--- src/rtl/mpu9_pkg.sv ---
package mpu9_pkg;

   typedef enum logic [1:0] {
      RX_IDLE  = 2'd0,
      RX_START = 2'd1,
      RX_DATA  = 2'd2,
      RX_STOP  = 2'd3
   } rx_state_e;

   localparam logic [1:0] LOOP_ON = 2'b11;

   function automatic int unsigned frame_len(input int unsigned char_w, input logic two_stop);
      return char_w + 2 + (two_stop ? 1 : 0);
   endfunction

endpackage

--- src/rtl/mpu9_sync.sv ---
module mpu9_sync #(
   parameter int unsigned STAGES = 2,
   parameter logic        RST_VAL = 1'b1
) (
   input  logic clk,
   input  logic rst_n,
   input  logic d_in,
   output logic d_out
);
   generate
      if (STAGES == 0) begin : g_pass
         assign d_out = d_in;
      end else begin : g_chain
         logic [STAGES-1:0] stg_q;
         always_ff @(posedge clk or negedge rst_n) begin
            if (!rst_n) stg_q <= {STAGES{RST_VAL}};
            else        stg_q <= {stg_q[STAGES-2 >= 0 ? STAGES-2 : 0 : 0], d_in} ;
         end
         assign d_out = stg_q[STAGES-1];
      end
   endgenerate
endmodule

--- src/rtl/mpu9_tx.sv ---
module mpu9_tx
   import mpu9_pkg::*;
#(
   parameter int unsigned DATA_W = 8,
   parameter int unsigned OVS    = 16
) (
   input  logic              clk,
   input  logic              rst_n,
   input  logic              tick,
   input  logic              load,
   input  logic [DATA_W-1:0] data,
   input  logic              bit9,
   input  logic              stop2,
   output logic              busy,
   output logic              line
);
   localparam int unsigned CHAR_W  = DATA_W + 1;
   localparam int unsigned FRAME_W = CHAR_W + 3;
   localparam int unsigned CNT_W   = $clog2(OVS);
   localparam int unsigned BL_W    = $clog2(FRAME_W + 1);
   localparam logic [CNT_W-1:0] CNT_LAST = CNT_W'(OVS - 1);

   logic [FRAME_W-1:0] sh_q;
   logic [CNT_W-1:0]   tcnt_q;
   logic [BL_W-1:0]    left_q;
   logic               busy_q;

   always_ff @(posedge clk or negedge rst_n) begin
      if (!rst_n) begin
         sh_q   <= '1;
         tcnt_q <= '0;
         left_q <= '0;
         busy_q <= 1'b0;
      end else if (load && !busy_q) begin
         sh_q   <= {2'b11, bit9, data, 1'b0};
         tcnt_q <= '0;
         left_q <= BL_W'(frame_len(CHAR_W, stop2));
         busy_q <= 1'b1;
      end else if (busy_q && tick) begin
         if (tcnt_q == CNT_LAST) begin
            tcnt_q <= '0;
            sh_q   <= {1'b1, sh_q[FRAME_W-1:1]};
            left_q <= left_q - 1'b1;
            if (left_q == BL_W'(1)) busy_q <= 1'b0;
         end else begin
            tcnt_q <= tcnt_q + 1'b1;
         end
      end
   end

   assign busy = busy_q;
   assign line = busy_q ? sh_q[0] : 1'b1;

   // a frame opens with a low start bit
   assert_start_low_R1: assert property (@(posedge clk) disable iff (!rst_n)
      $rose(busy_q) |-> !line);
   // the last bit before the transmitter goes idle is a high stop bit
   assert_stop_high_R1: assert property (@(posedge clk) disable iff (!rst_n)
      $fell(busy_q) |-> $past(line));
   // the transmitter only goes idle on a tick
   assert_idle_on_tick_R2: assert property (@(posedge clk) disable iff (!rst_n)
      $fell(busy_q) |-> $past(tick));
endmodule

--- src/rtl/mpu9_rx.sv ---
module mpu9_rx
   import mpu9_pkg::*;
#(
   parameter int unsigned DATA_W = 8,
   parameter int unsigned OVS    = 16
) (
   input  logic              clk,
   input  logic              rst_n,
   input  logic              tick,
   input  logic              rx_in,
   output logic              done,
   output logic [DATA_W:0]   char_o,
   output logic              stop_ok
);
   localparam int unsigned CHAR_W = DATA_W + 1;
   localparam int unsigned CNT_W  = $clog2(OVS);
   localparam int unsigned NB_W   = $clog2(CHAR_W + 1);
   localparam logic [CNT_W-1:0] CNT_LAST = CNT_W'(OVS - 1);
   localparam logic [CNT_W-1:0] CNT_MID  = CNT_W'(OVS / 2 - 1);

   rx_state_e         st_q;
   logic [CNT_W-1:0]  rcnt_q;
   logic [NB_W-1:0]   nb_q;
   logic [CHAR_W-1:0] sh_q;

   always_ff @(posedge clk or negedge rst_n) begin
      if (!rst_n) begin
         st_q   <= RX_IDLE;
         rcnt_q <= '0;
         nb_q   <= '0;
         sh_q   <= '0;
      end else if (tick) begin
         unique case (st_q)
            RX_IDLE: begin
               if (!rx_in) begin
                  st_q   <= RX_START;
                  rcnt_q <= '0;
               end
            end
            RX_START: begin
               if (rcnt_q == CNT_MID) begin
                  rcnt_q <= '0;
                  nb_q   <= '0;
                  st_q   <= rx_in ? RX_IDLE : RX_DATA;
               end else begin
                  rcnt_q <= rcnt_q + 1'b1;
               end
            end
            RX_DATA: begin
               if (rcnt_q == CNT_LAST) begin
                  rcnt_q <= '0;
                  sh_q   <= {rx_in, sh_q[CHAR_W-1:1]};
                  nb_q   <= nb_q + 1'b1;
                  if (nb_q == NB_W'(CHAR_W - 1)) st_q <= RX_STOP;
               end else begin
                  rcnt_q <= rcnt_q + 1'b1;
               end
            end
            RX_STOP: begin
               if (rcnt_q == CNT_LAST) begin
                  rcnt_q <= '0;
                  st_q   <= RX_IDLE;
               end else begin
                  rcnt_q <= rcnt_q + 1'b1;
               end
            end
            default: st_q <= RX_IDLE;
         endcase
      end
   end

   assign done    = tick && (st_q == RX_STOP) && (rcnt_q == CNT_LAST);
   assign char_o  = sh_q;
   assign stop_ok = rx_in;

   // a start bit that is high at its middle sample returns the receiver to idle
   assert_glitch_reject_R3: assert property (@(posedge clk) disable iff (!rst_n)
      (tick && st_q == RX_START && rcnt_q == CNT_MID && rx_in) |=> st_q == RX_IDLE);
endmodule

--- src/rtl/mpu9_rxctl.sv ---
module mpu9_rxctl #(
   parameter int unsigned DATA_W   = 8,
   parameter logic        ATTN_RST = 1'b0
) (
   input  logic              clk,
   input  logic              rst_n,
   input  logic              done,
   input  logic [DATA_W:0]   char_in,
   input  logic              stop_ok,
   input  logic              rd,
   input  logic              attn_set,
   input  logic              irq_en,
   output logic [DATA_W:0]   buf_o,
   output logic              full,
   output logic              ferr,
   output logic              ovr,
   output logic              attn,
   output logic              irq
);
   logic [DATA_W:0] buf_q;
   logic            full_q, ferr_q, ovr_q, attn_q;
   logic            is_addr, accept;

   assign is_addr = char_in[DATA_W];
   assign accept  = done && (!attn_q || is_addr);

   always_ff @(posedge clk or negedge rst_n) begin
      if (!rst_n) begin
         buf_q  <= '0;
         full_q <= 1'b0;
         ferr_q <= 1'b0;
         ovr_q  <= 1'b0;
      end else if (accept) begin
         buf_q  <= char_in;
         full_q <= 1'b1;
         ferr_q <= rd ? !stop_ok : (ferr_q | !stop_ok);
         ovr_q  <= rd ? 1'b0 : (ovr_q | full_q);
      end else if (rd) begin
         full_q <= 1'b0;
         ferr_q <= 1'b0;
         ovr_q  <= 1'b0;
      end
   end

   always_ff @(posedge clk or negedge rst_n) begin
      if (!rst_n)                        attn_q <= ATTN_RST;
      else if (attn_set)                 attn_q <= 1'b1;
      else if (accept && is_addr)        attn_q <= 1'b0;
   end

   assign buf_o = buf_q;
   assign full  = full_q;
   assign ferr  = ferr_q;
   assign ovr   = ovr_q;
   assign attn  = attn_q;
   assign irq   = full_q && irq_en;

   // a data character seen in attention leaves buffer and flag untouched
   assert_attn_drop_R8: assert property (@(posedge clk) disable iff (!rst_n)
      (done && attn_q && !char_in[DATA_W] && !rd) |=> $stable(full_q) && $stable(buf_q));
   // an address character seen in attention is delivered and ends attention
   assert_addr_wake_R9: assert property (@(posedge clk) disable iff (!rst_n)
      (done && attn_q && char_in[DATA_W] && !attn_set) |=> full_q && !attn_q);
   // an unread buffer hit by a new character records an overrun
   assert_overrun_R7: assert property (@(posedge clk) disable iff (!rst_n)
      (accept && full_q && !rd) |=> ovr_q);
   // completion together with a read keeps the new character without overrun
   assert_read_collide_R14: assert property (@(posedge clk) disable iff (!rst_n)
      (accept && rd) |=> full_q && !ovr_q);
endmodule

--- src/rtl/mp9_uart.sv ---
module mp9_uart
   import mpu9_pkg::*;
#(
   parameter int unsigned DATA_W      = 8,
   parameter int unsigned OVS         = 16,
   parameter int unsigned SYNC_STAGES = 2,
   parameter logic        ATTN_RST    = 1'b0
) (
   input  logic              clk,
   input  logic              rst_n,
   input  logic              baud_tick,
   input  logic              cfg_stop2,
   input  logic [1:0]        cfg_loop_sel,
   input  logic              cfg_break,
   input  logic              tx_wr,
   input  logic [DATA_W-1:0] tx_data,
   input  logic              tx_bit9,
   output logic              tx_busy,
   input  logic              attn_set,
   output logic              attn_mode,
   input  logic              rx_irq_en,
   input  logic              rx_read,
   output logic [DATA_W-1:0] rx_data,
   output logic              rx_bit9,
   output logic              rx_full,
   output logic              rx_ferr,
   output logic              rx_ovr,
   output logic              rx_irq,
   input  logic              rxd,
   output logic              txd
);
   generate
      if (OVS < 4 || (OVS % 2) != 0) begin : g_bad_ovs
         $error("mp9_uart: OVS must be even and at least 4");
      end
      if (DATA_W < 5 || DATA_W > 16) begin : g_bad_width
         $error("mp9_uart: DATA_W out of range 5..16");
      end
      if (SYNC_STAGES == 1) begin : g_bad_sync
         $error("mp9_uart: SYNC_STAGES must be 0 or at least 2");
      end
   endgenerate

   logic            loop_on, tx_line, rxd_s, rx_in;
   logic            rx_done, rx_stop_ok;
   logic [DATA_W:0] rx_char, buf_w;

   assign loop_on = (cfg_loop_sel == LOOP_ON);

   mpu9_sync #(.STAGES(SYNC_STAGES), .RST_VAL(1'b1)) u_sync (
      .clk(clk), .rst_n(rst_n), .d_in(rxd), .d_out(rxd_s));

   mpu9_tx #(.DATA_W(DATA_W), .OVS(OVS)) u_tx (
      .clk(clk), .rst_n(rst_n), .tick(baud_tick), .load(tx_wr),
      .data(tx_data), .bit9(tx_bit9), .stop2(cfg_stop2),
      .busy(tx_busy), .line(tx_line));

   assign rx_in = loop_on ? tx_line : rxd_s;

   mpu9_rx #(.DATA_W(DATA_W), .OVS(OVS)) u_rx (
      .clk(clk), .rst_n(rst_n), .tick(baud_tick), .rx_in(rx_in),
      .done(rx_done), .char_o(rx_char), .stop_ok(rx_stop_ok));

   mpu9_rxctl #(.DATA_W(DATA_W), .ATTN_RST(ATTN_RST)) u_ctl (
      .clk(clk), .rst_n(rst_n), .done(rx_done), .char_in(rx_char),
      .stop_ok(rx_stop_ok), .rd(rx_read), .attn_set(attn_set),
      .irq_en(rx_irq_en), .buf_o(buf_w), .full(rx_full), .ferr(rx_ferr),
      .ovr(rx_ovr), .attn(attn_mode), .irq(rx_irq));

   assign rx_data = buf_w[DATA_W-1:0];
   assign rx_bit9 = buf_w[DATA_W];
   assign txd     = cfg_break ? 1'b0 : (loop_on ? 1'b1 : tx_line);
endmodule

--- config.mk ---
export PLATFORM = sky130hd
export DESIGN_NAME = mp9_uart
export DESIGN_NICKNAME = d
export VERILOG_FILES = /design/src/rtl/mpu9_pkg.sv /design/src/rtl/mpu9_sync.sv /design/src/rtl/mpu9_tx.sv /design/src/rtl/mpu9_rx.sv /design/src/rtl/mpu9_rxctl.sv /design/src/rtl/mp9_uart.sv
export SDC_FILE = /design/constraint.sdc
export NUM_CORES = 1
export LEC_CHECK = 0
export BUFFER_PORTS_ARGS = -buffer_cell sky130_fd_sc_hd__buf_2
export CAP_MARGIN = 20
export CORE_MARGIN = 2
export CORE_UTILIZATION = 61
export CTS_CLUSTER_DIAMETER = 30
export DETAILED_ROUTE_END_ITERATION = 6
export PLACE_DENSITY = 0.84
export SLEW_MARGIN = 20
export SYNTH_ARGS = -nofsm -noshare
export SYNTH_HDL_FRONTEND = slang
export SYNTH_SLANG_ARGS = --single-unit
export TNS_END_PERCENT = 20
--- constraint.sdc ---
create_clock -name clk -period 3.25 [get_ports clk]
set_clock_uncertainty 0.15 [all_clocks]
set_input_delay 0.4875 -clock clk [delete_from_list [all_inputs] [get_ports clk]]
set_output_delay 0.4875 -clock clk [all_outputs]
set_load 0.05 [all_outputs]
-- Yosys cells after proc, flatten, opt, wreduce, memory -nomap -nowiden
Cells that the tools add are included.
- $add $sub $neg: 5
- multiply operators: 0
- div/mod/pow operators: 0
- order comparisons: 0
- equal/unequal tests: 14
- shifts and indexed selects: 0
- muxes and demuxes: 40
- bitwise gates (word level): 2
- reduce and logical (&&, ||, !) cells: 25
- operators by type and width (kind ; count):
    $mux W4 ; 11
    $mux W12 ; 3
    $mux W1 ; 17
    $add A4 B1 Y4 const B ; 3
    $eq A4 B4 Y1 const B ; 3
    $mux W2 ; 6
    $pmux W4 S3 ; 1
    $reduce_bool A2 Y1 ; 6
    $ne A2 B1 Y1 const B ; 4
    $pmux W2 S4 ; 1
    $pmux W4 S2 ; 1
    $logic_and A1 B1 Y1 ; 7
    $eq A2 B2 Y1 const B ; 3
    $reduce_and A3 Y1 ; 2
    $reduce_and A6 Y1 ; 1
    $add A4 B4 Y4 const A ; 1
    $eq A4 B1 Y1 const B ; 1
    $eq A4 B3 Y1 const B ; 1
    $reduce_and A2 Y1 ; 2
    $reduce_and A4 Y1 ; 1
    $sub A4 B1 Y4 const B ; 1
    $logic_not A1 Y1 ; 3
    $eq A2 B1 Y1 const B ; 1
    $logic_not A2 Y1 ; 1
    other kinds (4) ; 5
- register bits after elaboration: 55
- latch bits: 0
- RAM bits: 0
- memory bits (read-only): 0
- output and inout port bits: 16
- logic and storage cells: 100
- memories kept: 0

-- Depth between registers and ports, before layout
- depth after elaboration: 7
- gate-level depth with buffers: 7

-- By module
A second synthesis with hierarchy kept.
- cell total of the unflattened synthesis: 214
- area, all modules: 2666.3 um^2
- modules (own cells, without submodules) (module ; instances ; cells each ; area each (um^2) ; seq. area each (um^2)):
    mpu9_tx ; 1 ; 86 ; 1066.0 ; 488.0
    mpu9_rx ; 1 ; 86 ; 1019.7 ; 475.5
    mpu9_rxctl ; 1 ; 36 ; 500.5 ; 325.3
    mpu9_sync ; 1 ; 2 ; 52.6 ; 52.6
    mp9_uart ; 1 ; 4 ; 27.5 ; 0.0

-- Least setup slack after synthesis
Ideal clock, no wire load.
- path type: reg-to-output
- from: reg u_tx.busy_q (netlist: u_tx.busy)
- to: out txd
- data arrival time: 1.679 ns
- path slack: 0.933 ns
- stages on the path, launching flop included: 3
- cell sequence: dfrtp_1 > buf_4 > a31oi_1
- cells in the longest elaborated chain, start to end: 3
- ends and longest elaborated chain (item ; line ; source):
    start: declaration ; mpu9_tx.sv:26 ; logic busy_q;
    start signal: assignment ; mpu9_tx.sv:33 ; busy_q <= 1'b0;
    start signal: assignment ; mpu9_tx.sv:38 ; busy_q <= 1'b1;
    start signal: assignment ; mpu9_tx.sv:44 ; if (left_q == BL_W'(1)) busy_q <= 1'b0;
    $mux W1 ; mpu9_tx.sv:52 ; assign line = busy_q ? sh_q[0] : 1'b1;
    $mux W1 (2 in series) ; mp9_uart.sv:72 ; assign txd = cfg_break ? 1'b0 : (loop_on ? 1'b1 : tx_line);
    end: declaration ; mp9_uart.sv:30 ; output logic txd
Every way passes these cells.

-- Final worst setup path
- from: reg u_rx.st_q[0]
- to: reg u_rx.rcnt_q[3]
- cells in the longest elaborated chain, start to end: 3
- elaborated cells between the ends (all ways): 8
- classes of those cells: eq/ne (4); mux (1); reduce/logical (3)
- ends and longest elaborated chain (item ; line ; source):
    start: declaration ; mpu9_rx.sv:21 ; rx_state_e st_q;
    start signal: assignment ; mpu9_rx.sv:44 ; st_q <= rx_in ? RX_IDLE : RX_DATA;
    $eq A2 B2 Y1 or $logic_not A2 Y1 (tied branches) ; mpu9_rx.sv:33 ; unique case (st_q)
    $reduce_or A2 Y1 (no source line) or $ne A2 B2 Y1 (tied branches) ; n/a ;
    $pmux W4 S3 or $reduce_and A2 Y1 (tied branches) ; n/a ;
    end signal: assignment ; mpu9_rx.sv:46 ; rcnt_q <= rcnt_q + 1'b1;
    end signal: assignment ; mpu9_rx.sv:56 ; rcnt_q <= rcnt_q + 1'b1;
    end signal: assignment ; mpu9_rx.sv:64 ; rcnt_q <= rcnt_q + 1'b1;
    end: declaration ; mpu9_rx.sv:22 ; logic [CNT_W-1:0] rcnt_q;
Several ways; a longest one is shown, not always the timed one.
A chain may end at the register's enable or synchronous reset.

==> summary.md <==
| Metric | Value |
|---|---|
| Yosys cell types | 45 |
| Root Driver | clkbuf_8 |
| DR iter-0 viols | 77 |
| WP data arrival | 2130 ps |
| Vias in the first global route | 1846 |
| Pint | 1.379 mW |
| Sequential cell area fraction in the yosys report | 51.41% |
| Synthesis warning total | 0 |
| Clock sink total | 53 |
| Die ar. | 4816 sq um |
| First-pass GRT wire length | 8.383 mm |
| Worst hold slack | 57.89 ps |
| Via count | 1801 |
| Reg2reg setup slack | 1180 ps |
| Switching Power | 606.3 uW |
| Nets@finish | 297 |
| Final hold vios | 0 |
| Core ar. | 4058 sq um |
| Achievable frequency | 482.3 MHz |
| Clk network pwr share | 26.2% |
| Status | finished clean |
| Post-synthesis mux area share | 13.24% |
| Routability cong. | 0.7878 |
| Startpoint types | flop |
| GRT Max-Usage Layer | met2 |
| Post_cts resized | 0 |
| DR pass1 iterations | 4 |
| Filler cells | around 280 |
| Synth Register Bits | 53 |
| CTS tree | built |
| Synth Area in Compound Gates | a little under an eighth |
| Fin Setup TNS | 0 ps |
| Static leakage | around 1.4 nW |
| Clk Latency, worst-skew pair | 310 ps |
| Setup violators final | 0 |
| Commonest non-fill, non-tap cell in the layout | dfrtp_1 |
| Max Cap Viol | 0 |
| Total Routed Length | 4.724 mm |
| Layout cell share with drive strength beyond 1 | 33.08% |
| DIE WIDTH | 69.40 microns |
| Cells after DPL | 308 |
| Switching Share | 30.54% |
| Synthesized area | 2609 sq um |
| Cell count after synthesis | 226 |
| Tot GR Track Use | 21.78% |
| Period utilization | 63.80% |
| Most frequent cells in the layout | 41 x dfrtp_1, 36 x buf_2, 29 x nand2_1, 20 x mux2_2, 16 x o21ai_0 |
| CTS Buf Count | 5 |
| Cts-stage hold buffer count | 0 |
| Crit Path Class | flop to flop |
| Area growth syn-to-layout | 13.14% |
| Initial antenna violation count | 0 |
| Largest net degree at the start of global routing | 33 |
| Peak supply drop | 0.3614 mV |
| Top_reg_cell synth | dfrtp_1 |
| # port buffers | 36 |
| Post-synth EDFFs | 0 |
| CP endpoint kind | flop |
| Pwr/cell area | about 670 nW/um^2 |
| Met3 Resource Use GR | 4.506% |
| Non-filler instance count after layout | between 300 and 400 |
| DRT antenna net count | 0 |
| Die Ht | about 70 microns |
| CP max FO | 11 |
| Sequential share of power | about half |
| Post-CTS setup buffer count | 0 |
| Global Route met1 Usage | 28.47% |
| Final slew viol count | 0 |
| Final min period | 2074 ps |
| Fraction of the mapped netlist area in adder cells | roughly 5.3% |
| Antenna cell count | 0 |
| I/O pins | 37 |
| Logic pwr share | about a quarter |
| Mean Syn Cell Area | approximately 12 sq um |
| XOR/XNOR Fraction of Synth Area | about 1.3% |
| Crit path required time | 3310 ps |
| Grt ovf | 0 |
| Clock Path Buffers | 2 |
| Row Count | 23 |
| Worst-Margin Slew | 690.4 ps |
| Post-synth ARST share | 100.0% |
| Simple-Gate Fraction of Synth Area | approximately an eighth |
| Post-Syn Nets | ~260 |
| Wire per inst | 14.95 microns |
| H-Tree Level Count | 2 |
| Largest family of logic cells by synthesized area | simple AND/OR/NAND/NOR gates |
| Clock slew at reported path FFs | about 90 ps |
| Vias per cell | 5.699 |
| Met2 Use GR | 35.58% |
| Min-delay worst type | primary input to async pin |
| # DRC | 0 |
| Starting Density | 64.29% |
| DP HPWL | 3.410 mm |
| RSZ-0062 raised after global routing | no |
| Slew HR | a little over half |
power by group through the flow:
stage | clock, mW | combinational (mW) | sequential (mW)
after floorplan | 0 | 0.380 | 0.964
after CTS | 0.531 | 0.488 | 0.980
after global placement | 0 | 0.459 | 0.985
final | 0.521 | 0.481 | 0.983
after global routing | 0.557 | 0.548 | 1.00
after detailed placement | 0 | 0.482 | 0.992
cell families after synthesis:
| logic type | Yosys count |
|---|---|
| adder cells (fa/ha/maj) | 11 |
| multiplexers | 32 |
| flip-flops | 53 |
| buffers and inverters | 18 |
| AND/OR/NAND/NOR | 64 |
| XOR/XNOR | 4 |
| AO/OA/AOI/OAI | 44 |
final timing paths:
check,from,endpoint,cells past startpoint
worst max-delay path,u_rx.st_q[0],u_rx.rcnt_q[3],6
worst min-delay path,rst_n,u_tx.left_q[0],1
worst max register to register,u_rx.st_q[0],u_rx.rcnt_q[3],6
worst min register to register,u_sync.g_chain.stg_q[0],u_sync.g_chain.stg_q[1],0
max in group asynchronous,rst_n,u_sync.g_chain.stg_q[0],2
min in group clk,rxd,u_sync.g_chain.stg_q[0],1
stage by stage:
step	power (mW)	utilization (%)	setup WS [ps]	area (sq um)
after global placement	1.444	69.44	1269	2818
after CTS	1.999	72.74	1188	2952
final	1.985	72.74	1176	2952
after floorplan	1.344	-	933.0	2609
after global routing	2.109	72.74	1008	2952
after detailed placement	1.474	69.44	1218	2818
area by class of cell:
class / instances / area [sq um] / area share, %
flip-flops and latches: 53 / 1341 / 45.44
multi-input cells: 155 / 1170 / 39.64
repair buffers: 39 / 202.7 / 6.867
clock buffers: 5 / 68.82 / 2.331
clock inverters: 3 / 65.06 / 2.204
well taps: 50 / 62.56 / 2.120
inverters: 11 / 41.29 / 1.399
worst max-delay path: stages (launching register included):
cell and delay, ps:
dfrtp_1 430, inv_1 110, ha_1 340, or3_4 440, o211ai_4 130, o21ai_1 130, a22o_1 240
routing by layer:
metal  share of wire (%)  vias to the layer above  wire length, microns
met2                  48                       42                  2283
met4                 1.5                        0                    69
met3                 3.5                        7                   164
li1                    -                      879                     -
met1                  47                      873                  2206
met5                   0                        -                     0
flip-flops by register name, summed over array words and instances (netlist names), 2 cells and up, named ones only:
name,count
u_sync.g_chain.stg_q,2
u_tx.sh_q,10
u_rx.nb_q,4
u_rx.char_o,9
u_tx.left_q,4
u_ctl.buf_o,9
u_tx.tcnt_q,4
u_rx.rcnt_q,4
cells in the mapped netlist (all sizes together), types with 5 or more instances:
cell	count	share of area (%)
dfstp	12	12
inv	11	1.6
mux2	20	8.6
o21ai	17	3.3
ha	11	5.3
nand3	5	0.96
buf	5	1.9
a21o	5	1.4
mux2i	12	4.6
dfrtp	41	39
nor2	7	1.3
a22o	7	2.4
nand2	30	4.4
No activity file was read; power rests on OpenSTA's default activity.
